`src/rtl/msgif_pkg.sv`:
```
package msgif_pkg;
  localparam int NFLD    = 5;
  localparam int FIELD_W = 32;
  localparam int REG_W   = 3;
  localparam logic [REG_W-1:0] REG_CMD = 3'd5;
  localparam logic [REG_W-1:0] REG_REQ = 3'd6;
  localparam int DIR_BIT = 7;

  typedef logic [FIELD_W-1:0] word_t;
  typedef logic [NFLD-1:0]    fsel_t;
endpackage

```
`src/rtl/msgif_ram.sv`:
```
module msgif_ram
  import msgif_pkg::*;
#(
  parameter int DEPTH  = 40,
  parameter int ADDR_W = 6
) (
  input  logic              clk,
  input  logic              rst_n,
  input  logic              we,
  input  logic [ADDR_W-1:0] addr,
  input  word_t             wdata,
  output word_t             rdata
);
  word_t mem [DEPTH];

  always_ff @(posedge clk) begin
    if (!rst_n) begin
      for (int i = 0; i < DEPTH; i++) mem[i] <= '0;
    end else if (we && int'(addr) < DEPTH) begin
      mem[addr] <= wdata;
    end
  end

  assign rdata = (int'(addr) < DEPTH) ? mem[addr] : '0;
endmodule

```
`src/rtl/msgif_arb.sv`:
```
module msgif_arb #(
  parameter int N = 3
) (
  input  logic [N-1:0] req,
  output logic [N-1:0] gnt
);
  logic [N:0] taken;
  assign taken[0] = 1'b0;

  for (genvar i = 0; i < N; i++) begin : g_pri
    assign gnt[i]     = req[i] & ~taken[i];
    assign taken[i+1] = taken[i] | req[i];
  end
endmodule

```
`src/rtl/msgif_set.sv`:
```
module msgif_set
  import msgif_pkg::*;
#(
  parameter int NUM_OBJ = 8,
  parameter int OBJ_W   = 4,
  parameter int ADDR_W  = 6
) (
  input  logic              clk,
  input  logic              rst_n,
  input  logic              wr_en,
  input  logic [REG_W-1:0]  wr_reg,
  input  word_t             wr_data,
  input  logic [REG_W-1:0]  rd_reg,
  output word_t             rd_data,
  output logic              busy,
  output logic              req,
  output logic              req_we,
  output logic [ADDR_W-1:0] req_addr,
  output word_t             req_wdata,
  input  logic              gnt,
  input  word_t             ram_rdata
);
  word_t            buf_q [NFLD];
  fsel_t            cmsk_q;
  logic             cdir_q;
  logic [OBJ_W-1:0] obj_q;
  fsel_t            pend_q;
  logic [REG_W-1:0] cur;
  logic             wr_ok;
  logic             obj_ok;

  assign busy   = |pend_q;
  assign wr_ok  = wr_en && !busy;
  assign obj_ok = (wr_data[OBJ_W-1:0] != '0) && (int'(wr_data[OBJ_W-1:0]) <= NUM_OBJ);

  // lowest pending field goes first
  always_comb begin
    cur = '0;
    for (int i = NFLD - 1; i >= 0; i--) begin
      if (pend_q[i]) cur = REG_W'(i);
    end
  end

  always_comb begin
    int unsigned lin;
    lin       = (int'(obj_q) - 1) * NFLD + int'(cur);
    req       = busy;
    req_we    = cdir_q;
    req_addr  = ADDR_W'(lin);
    req_wdata = buf_q[cur];
  end

  always_ff @(posedge clk) begin
    if (!rst_n) begin
      for (int i = 0; i < NFLD; i++) buf_q[i] <= '0;
      cmsk_q <= '0;
      cdir_q <= 1'b0;
      obj_q  <= '0;
      pend_q <= '0;
    end else begin
      if (wr_ok) begin
        if (int'(wr_reg) < NFLD) begin
          buf_q[wr_reg] <= wr_data;
        end else if (wr_reg == REG_CMD) begin
          cmsk_q <= wr_data[NFLD-1:0];
          cdir_q <= wr_data[DIR_BIT];
        end else if (wr_reg == REG_REQ) begin
          obj_q <= wr_data[OBJ_W-1:0];
          if (obj_ok) pend_q <= cmsk_q;
        end
      end
      if (gnt) begin
        pend_q[cur] <= 1'b0;
        if (!cdir_q) buf_q[cur] <= ram_rdata;
      end
    end
  end

  always_comb begin
    if (int'(rd_reg) < NFLD)      rd_data = buf_q[rd_reg];
    else if (rd_reg == REG_CMD)   rd_data = FIELD_W'({cdir_q, 2'b00, cmsk_q});
    else if (rd_reg == REG_REQ)   rd_data = FIELD_W'(obj_q);
    else                          rd_data = '0;
  end


  busy_ignore_chk: assert property (@(posedge clk) disable iff (!rst_n)
    (busy && wr_en) |=> ($stable(cmsk_q) && $stable(cdir_q) && $stable(obj_q)));

  bad_obj_chk: assert property (@(posedge clk) disable iff (!rst_n)
    (wr_ok && wr_reg == REG_REQ && !obj_ok) |=> !busy);

  busy_rise_chk: assert property (@(posedge clk) disable iff (!rst_n)
    $rose(busy) |-> $past(wr_en && wr_reg == REG_REQ));

  busy_fall_chk: assert property (@(posedge clk) disable iff (!rst_n)
    $fell(busy) |-> $past(gnt));

  stall_hold_chk: assert property (@(posedge clk) disable iff (!rst_n)
    (busy && !gnt) |=> $stable(pend_q));
endmodule

```
`src/rtl/msgif_hub.sv`:
```
module msgif_hub
  import msgif_pkg::*;
#(
  parameter int NUM_OBJ = 8,
  parameter int OBJ_W   = 4
) (
  input  logic              clk,
  input  logic              rst_n,
  input  logic              cpu_we,
  input  logic              cpu_sel,
  input  logic [REG_W-1:0]  cpu_reg,
  input  logic [31:0]       cpu_wdata,
  input  logic              cpu_rsel,
  input  logic [REG_W-1:0]  cpu_rreg,
  output logic [31:0]       cpu_rdata,
  output logic [1:0]        busy,
  input  logic              pe_req,
  input  logic              pe_we,
  input  logic [OBJ_W-1:0]  pe_obj,
  input  logic [REG_W-1:0]  pe_fld,
  input  logic [31:0]       pe_wdata,
  output logic              pe_gnt,
  output logic [31:0]       pe_rdata
);
  localparam int NSET   = 2;
  localparam int NREQ   = NSET + 1;
  localparam int DEPTH  = NUM_OBJ * NFLD;
  localparam int ADDR_W = $clog2(DEPTH);

  logic [NREQ-1:0]   rq, gt;
  logic              rwe  [NREQ];
  logic [ADDR_W-1:0] radr [NREQ];
  word_t             rwd  [NREQ];
  word_t             set_rd [NSET];
  word_t             ram_rdata;
  logic              ram_we;
  logic [ADDR_W-1:0] ram_addr;
  word_t             ram_wdata;

  always_comb begin
    int unsigned lin;
    lin     = (int'(pe_obj) - 1) * NFLD + int'(pe_fld);
    rq[0]   = pe_req;
    rwe[0]  = pe_we;
    radr[0] = ADDR_W'(lin);
    rwd[0]  = pe_wdata;
  end

  for (genvar s = 0; s < NSET; s++) begin : g_set
    msgif_set #(.NUM_OBJ(NUM_OBJ), .OBJ_W(OBJ_W), .ADDR_W(ADDR_W)) u_set (
      .clk       (clk),
      .rst_n     (rst_n),
      .wr_en     (cpu_we && (cpu_sel == 1'(s))),
      .wr_reg    (cpu_reg),
      .wr_data   (cpu_wdata),
      .rd_reg    (cpu_rreg),
      .rd_data   (set_rd[s]),
      .busy      (busy[s]),
      .req       (rq[s+1]),
      .req_we    (rwe[s+1]),
      .req_addr  (radr[s+1]),
      .req_wdata (rwd[s+1]),
      .gnt       (gt[s+1]),
      .ram_rdata (ram_rdata)
    );
  end

  msgif_arb #(.N(NREQ)) u_arb (.req(rq), .gnt(gt));

  always_comb begin
    ram_we    = 1'b0;
    ram_addr  = '0;
    ram_wdata = '0;
    for (int i = 0; i < NREQ; i++) begin
      if (gt[i]) begin
        ram_we    = rwe[i];
        ram_addr  = radr[i];
        ram_wdata = rwd[i];
      end
    end
  end

  msgif_ram #(.DEPTH(DEPTH), .ADDR_W(ADDR_W)) u_ram (
    .clk   (clk),
    .rst_n (rst_n),
    .we    (ram_we),
    .addr  (ram_addr),
    .wdata (ram_wdata),
    .rdata (ram_rdata)
  );

  assign pe_gnt    = gt[0];
  assign pe_rdata  = gt[0] ? ram_rdata : '0;
  assign cpu_rdata = set_rd[cpu_rsel];


  one_grant_chk: assert property (@(posedge clk) disable iff (!rst_n) $onehot0(gt));

  pe_first_chk: assert property (@(posedge clk) disable iff (!rst_n) pe_req |-> pe_gnt);

  set_order_chk: assert property (@(posedge clk) disable iff (!rst_n)
    (busy[0] && !pe_req) |-> !gt[2]);
endmodule

```
`config.mk`:
```
export PLATFORM = sky130hd
export DESIGN_NAME = msgif_hub
export DESIGN_NICKNAME = d
export VERILOG_FILES = /design/src/rtl/msgif_pkg.sv /design/src/rtl/msgif_ram.sv /design/src/rtl/msgif_arb.sv /design/src/rtl/msgif_set.sv /design/src/rtl/msgif_hub.sv
export SDC_FILE = /design/constraint.sdc
export NUM_CORES = 2
export LEC_CHECK = 0
export BUFFER_PORTS_ARGS = -buffer_cell sky130_fd_sc_hd__buf_2
export CAP_MARGIN = 10
export CORE_MARGIN = 4
export CORE_UTILIZATION = 43
export DETAILED_ROUTE_END_ITERATION = 8
export GPL_TIMING_DRIVEN = 1
export PLACE_DENSITY_LB_ADDON = 0.3
export SETUP_SLACK_MARGIN = 0.05
export SLEW_MARGIN = 0
export SYNTH_ARGS = -nofsm -noshare
export SYNTH_HDL_FRONTEND = slang
export SYNTH_HIERARCHICAL = 1
export SYNTH_SLANG_ARGS = --single-unit
```
`constraint.sdc`:
```
create_clock -name clk -period 11 [get_ports clk]
set_input_delay 2.2 -clock clk [delete_from_list [all_inputs] [get_ports clk]]
set_output_delay 2.2 -clock clk [all_outputs]
set_load 0.01 [all_outputs]
```
### Yosys cells after proc, flatten, opt, wreduce, memory -nomap -nowiden

Memories as Yosys holds them, arrays and structs flattened.
Index checks and enable logic that the tools add are counted.

| storage, ports and cells | value |
|---|---|
| input bits | 84 |
| flip-flop bits (word level) | 30 |
| bits in writable memories | 1600 |
| memories | 3 |
| output and inout port bits | 67 |

| operators by class | value |
|---|---|
| add/subtract/negate cells | 6 |
| $lt $le $gt $ge | 9 |
| bitwise logic cells | 13 |
| muxes and demuxes | 82 |
| $mul | 3 |
| reduce and logical (&&, ||, !) cells | 22 |
| equality and inequality tests | 4 |

Memory list:

| name | words | width | read ports | clocked after Yosys merged registers in | wr ports | RTL line | RTL |
|---|---|---|---|---|---|---|---|
| u_ram.mem | 40 | 32 | 1 | 0 | 40 | msgif_ram.sv:14 | `word_t mem [DEPTH];` |
| g_set[0].u_set.buf_q | 5 | 32 | 2 | 0 | 5 | msgif_set.sv:23 | `word_t buf_q [NFLD];` |
| g_set[1].u_set.buf_q | 5 | 32 | 2 | 0 | 5 | msgif_set.sv:23 |  |

Operators by type and width:

| cell | count |
|---|---|
| 32-bit two-way mux | 17 |
| 32-bit OR reduction | 5 |
| 5-bit two-way mux | 14 |
| 32-bit by 4-bit multiplier with 6-bit output, second input constant | 2 |
| 3-bit two-way mux | 14 |
| 1-bit two-way mux | 29 |
| 6-bit two-way mux | 4 |
| 6-bit by 4-bit adder with 6-bit output | 3 |
| 4-bit by 1-bit subtractor with 5-bit output, second input constant | 3 |
| 3-bit == test, second input constant | 4 |
| 5-bit AND | 2 |
| 5-bit inverter | 2 |
| 5-bit OR reduction | 2 |
| 1-bit logical AND | 8 |
| 3-bit by 4-bit less-than comparator with 1-bit output, second input constant | 2 |
| 4-bit two-way mux | 2 |
| 4-bit AND reduction | 2 |
| 1-bit demux with 3-bit select | 2 |
| 3-bit by 1-bit greater-or-equal comparator with 1-bit output, second input constant | 2 |
| 3-bit less-than comparator, second input constant | 2 |
| 6-bit less-than comparator, second input constant | 1 |
| 5-bit by 4-bit multiplier with 6-bit output, second input constant | 1 |
| 3-bit AND reduction | 2 |
| 1-bit inverter | 5 |
| other kinds (7) | 9 |

### Depth between registers and ports, before layout

| logic depth | value |
|---|---|
| depth in word-level cells | 15 |
| mapped depth | 24 |
| gate-level depth less buffers | 19 |

### Cells and area by module

The synthesis kept the hierarchy.

By module, submodules not included:

| module | times used | area each (µm²) | cells an instance |
|---|---|---|---|
| msgif_ram | 1 | 58442.3 | 4100 |
| msgif_set at g_set[1].u_set | 1 | 11487.3 | 958 |
| msgif_set at g_set[0].u_set | 1 | 11458.5 | 950 |
| msgif_hub | 1 | 1884.3 | 245 |
| msgif_arb | 1 | 26.3 | 3 |

### Worst setup path before layout

OpenSTA, ideal clock, no wires.

| timing path | value |
|---|---|
| path type | input-to-output |
| start point | in pe_obj[0] |
| end point | out pe_rdata[30] |
| arrival time | 6.290 ns |
| required time | 8.800 ns |
| stages on the path | 17 |
| slack | 2.510 ns |
| path through | inv_1 ha_1 xor2_1 ha_1 ha_1 fa_1 a22oi_2 o21ai_2 buf_6 buf_6 nor2_1 buf_2 a21oi_1 nor2_1 a221oi_1 o311ai_0 and2_1 |

| between the ends | value |
|---|---|
| word-level cells in the longest chain between the ends | 9 |
| elaborated cells on any way between the ends | 10 |
| those cells by class | add/sub: 2; mul: 1; order compare: 1; mux: 5; memory: 1 |

Ends and longest elaborated chain:

| what | RTL line | RTL |
|---|---|---|
| start: declaration | msgif_hub.sv:19 | `input logic [OBJ_W-1:0] pe_obj,` |
| 4-bit by 1-bit subtractor with 5-bit output (*) | msgif_hub.sv:42 | `lin = (int'(pe_obj) - 1) * NFLD + int'(pe_fld);` |
| 5-bit by 4-bit multiplier with 6-bit output (*) | msgif_hub.sv:42 |  |
| 6-bit by 4-bit adder with 6-bit output (*) | msgif_hub.sv:42 |  |
| 6-bit two-way mux (*) (3 in series) | msgif_hub.sv:75 | `if (gt[i]) begin` |
| via ram_addr[2] | msgif_hub.sv:37 | `logic [ADDR_W-1:0] ram_addr;` |
| memory read 40 x 32 bit / 6-bit less-than comparator (equally long branches) | -- |  |
| 32-bit two-way mux (*) | msgif_ram.sv:24 | `assign rdata = (int'(addr) < DEPTH) ? mem[addr] : '0;` |
| via ram_rdata[30] | msgif_hub.sv:35 | `word_t ram_rdata;` |
| 32-bit two-way mux (*) | msgif_hub.sv:93 | `assign pe_rdata = gt[0] ? ram_rdata : '0;` |
| end: declaration | msgif_hub.sv:23 | `output logic [31:0] pe_rdata` |

Mark *: on every way through the listed nets, which the timed path passes. The rest lies on a longest branch.

### Worst setup path in the final report

| timing path | value |
|---|---|
| start point | in pe_obj[0] |
| end point | out pe_rdata[9] |

Same word-level chain as after synthesis.

==> qor.yml <==
place:
  dp_cells: 8538
  pre_cts_slack_ns: 0.929
  dp.final_hpwl_um: 182000
  io_buffers: 150
  gp_congestion: 0.935
synthesis:
  synthDistinctLibCells: 86
  ys_top_cells_by_area: "edfxtp_1, and2_1, mux4_2, a22o_1, clkbuf_1"
  yosysMostFrequentCell: "edfxtp_1"
  synthFlopType: "edfxtp_1"
  yosysSeqAreaShare_pct: 60.7
  synth_edf_count: 1664
  synth_top_area_share_pct: 60.0
  ys_warn_count: 6
  ys_ff_latch: 1694
  synthesis.area_um2: 83300
  async_flop_share_pct: 0
  synth_common_cells: "edfxtp_1, and2_1, clkbuf_1"
  syn-mean-instance-area_um2: 13.3
  synthCells: 6256
  yosysTopAreaCell: "edfxtp_1"
die:
  dieHeight_um: 448
  start_util_pct: 43.3
  row_count: 161
  die_area_um2: 201000
  core_area_um2: 193000
  ioPinCount: 151
  fp.dieW_um: 448
drt:
  antenna_left: 0
  routed_wl_um: 302000
  avgRoutedWirePerCell_um: 34.1
  drtIter0Drc: 8724
  post_drt_via_cell_ratio: 6.52
  drt_pass1_iterations: 6
  dr_total_vias: 57800
  drc: 0
clock_tree:
  tritoncts: "built"
  cts.sinks: 1694
  htree_levels: 4
  insertion_delay_ns: 0.87
  postCtsSetupRepairBufs: 0
  cts.clk_slew.worst_paths_ns: 0.06
  cts-resized-gates: 0
  cts_hold_buf: 0
  ctsLongestPathBuffers: 3
  root_buffer: "clkbuf_16"
  cts_buffers: 180
worst_setup_path:
  worstPathCellList: "buf_2 > inv_1 > ha_1 > xor2_1 > ha_1 > ha_1 > fa_1 > a21o_1 > a21oi_2 > xnor2_1 > xnor2_1 > o221ai_2 > or3_1 > nor2_2 > a32o_1 > a221oi_1 > a31oi_2 > buf_4 > and2_1 > buf_2"
  r2r-start: "g_set[0].u_set/pend_q[2]$_SDFF_PN0_"
  end_kind: "output pin"
  critPathMostFrequentCell: "ha_1"
  max_stage_delay_ns: 0.86
  crit_path_start: "pe_obj[0]"
  crit_type: "in -> out"
  critPathArrivalTime_ns: 8.17
  crit_required_ns: 8.80
  start_kind: "input pin"
  critPathMaxFanout: 14
  slowest_stage: "o221ai_2"
grt:
  grt_pass1_vias: 55900
  antenna_found_initial: 26
  grt_max_degree: 72
  grt_use_total_pct: 29.6
  grt_pass1_wl_um: 425000
  gr-total-overflow: 0
final_layout:
  fin_util_pct: 48.6
  stdcell_count: 8869
  fin_nets: 6321
  layout-area-overhead-vs-synth_pct: 12.3
  drive_gt1_share_pct: 18.4
hold_path:
  hold_class: "reg -> reg"
  min_from: "g_set[1].u_set/cmsk_q[0]$_SDFFE_PN0P_"
power_and_ir_drop:
  leakage_nw: 32.5
  peakVddDrop_v: 0.000176
  power_mw: 16.7
  p_per_area_nw_per_um2: 178
timing:
  setup_tns_ns: 0
  drv_slew: 0
  finalWorstPathRequiredPeriod_ns: 10.37
  hold_viol: 0
  period_share_pct: 94.3
  grt_setup_unrepaired: "false"
  fin_ws_ns: 0.628
  maxSlewHeadroom_pct: 10.5
  clock_skew_ns: 0.0762
  finalSetupViolations: 0
  max_freq_ghz: 0.0964
  tightest_slew_ns: 1.34
job:
  drv_cap: 0
run_status:
  outcome: "finished, final reports clean"
## final timing paths
path | endpoint | slack [ns] | depth (start not counted)
min | g_set[1].u_set/pend_q[0]$_SDFF_PN0_ | 0.47 | 2
min reg2reg | g_set[1].u_set/pend_q[0]$_SDFF_PN0_ | 0.47 | 2
max | pe_rdata[9] | 0.63 | 20
max reg2reg | u_ram/mem[34][17]$_SDFFCE_PN0P_ | 3.42 | 19
## power by group
| part | internal (mW) | leakage (nW) | switching, mW |
|---|---|---|---|
| Combinational | 0.893 | 13.5 | 2.31 |
| Sequential | 7.42 | 16.3 | 0.107 |
| Clock | 3.30 | 2.74 | 2.64 |
| Total | 11.6 | 32.5 | 5.05 |
## cells by family (layout without fill, tap and decap cells)
| family | after synthesis | after routing | share of synthesized area (%) |
|---|---|---|---|
| other cells | 2 | 77 | 0.00902 |
| xor+xnor | 23 | 23 | 0.242 |
| simple gates | 1963 | 1963 | 13.8 |
| compound gates | 1290 | 1290 | 11.6 |
| flops | 1694 | 1694 | 60.7 |
| fa+ha+maj | 42 | 42 | 0.658 |
| mux | 447 | 447 | 8.74 |
| buf+inv | 795 | 807 | 4.26 |
## cell usage in the layout, fill, tap and decap left out, drive strengths merged, types with 96 or more instances in the layout
master,instances
clkbuf,229
a22oi,110
and3,130
buf,403
nand2,214
mux4,214
and2,1320
edfxtp,1664
a22o,341
mux2,96
a221oi,174
nor2,165
o21ai,187
mux2i,137
a21oi,196
## state kept, by name (all words and copies together), names as in the netlist
name	count
u_ram/mem	1280
g_set.u_set/req_we	2
g_set.u_set/cmsk_q	10
g_set.u_set/pend_q	10
g_set.u_set/buf_q	384
g_set.u_set/obj_q	8
## critical path, delay by kind of cell
family	cells	cell delay, ns
AND/OR/NAND/NOR	3	1.01
buffers and inverters	4	0.68
AO/OA/AOI/OAI	6	2.43
adder cells (fa/ha/maj)	4	1.30
XOR/XNOR	3	0.51
## through the flow
stage | instance area, um2 | hold slack, ns
finish | 93600 | 0.474
global route | 93500 | 0.510
CTS | 93500 | 0.482
detailed placement | 87900 | 0.470
global placement | 87900 | 0.465
floorplan | 83500 | 0.449
## per-layer routing
layer | part of all wire (%) | up-vias | GRT usage [%]
met5 | 0.023 | - | 0
met4 | 7.2 | 12 | 18.4
met3 | 12 | 968 | 7.75
met2 | 45 | 4256 | 45.2
met1 | 35 | 29100 | 37.9
li1 | - | 23400 | -
## cell type report
type,count,area (um2)
clock buffer,228,4730
multi-input combinational,3829,30900
inverter,86,323
fill,16500,99000
tap,2526,3160
antenna,13,32.5
timing repair buffer,404,2880
sequential,1694,50600
clock inverter,89,912
(Power assumes the default switching activity.)
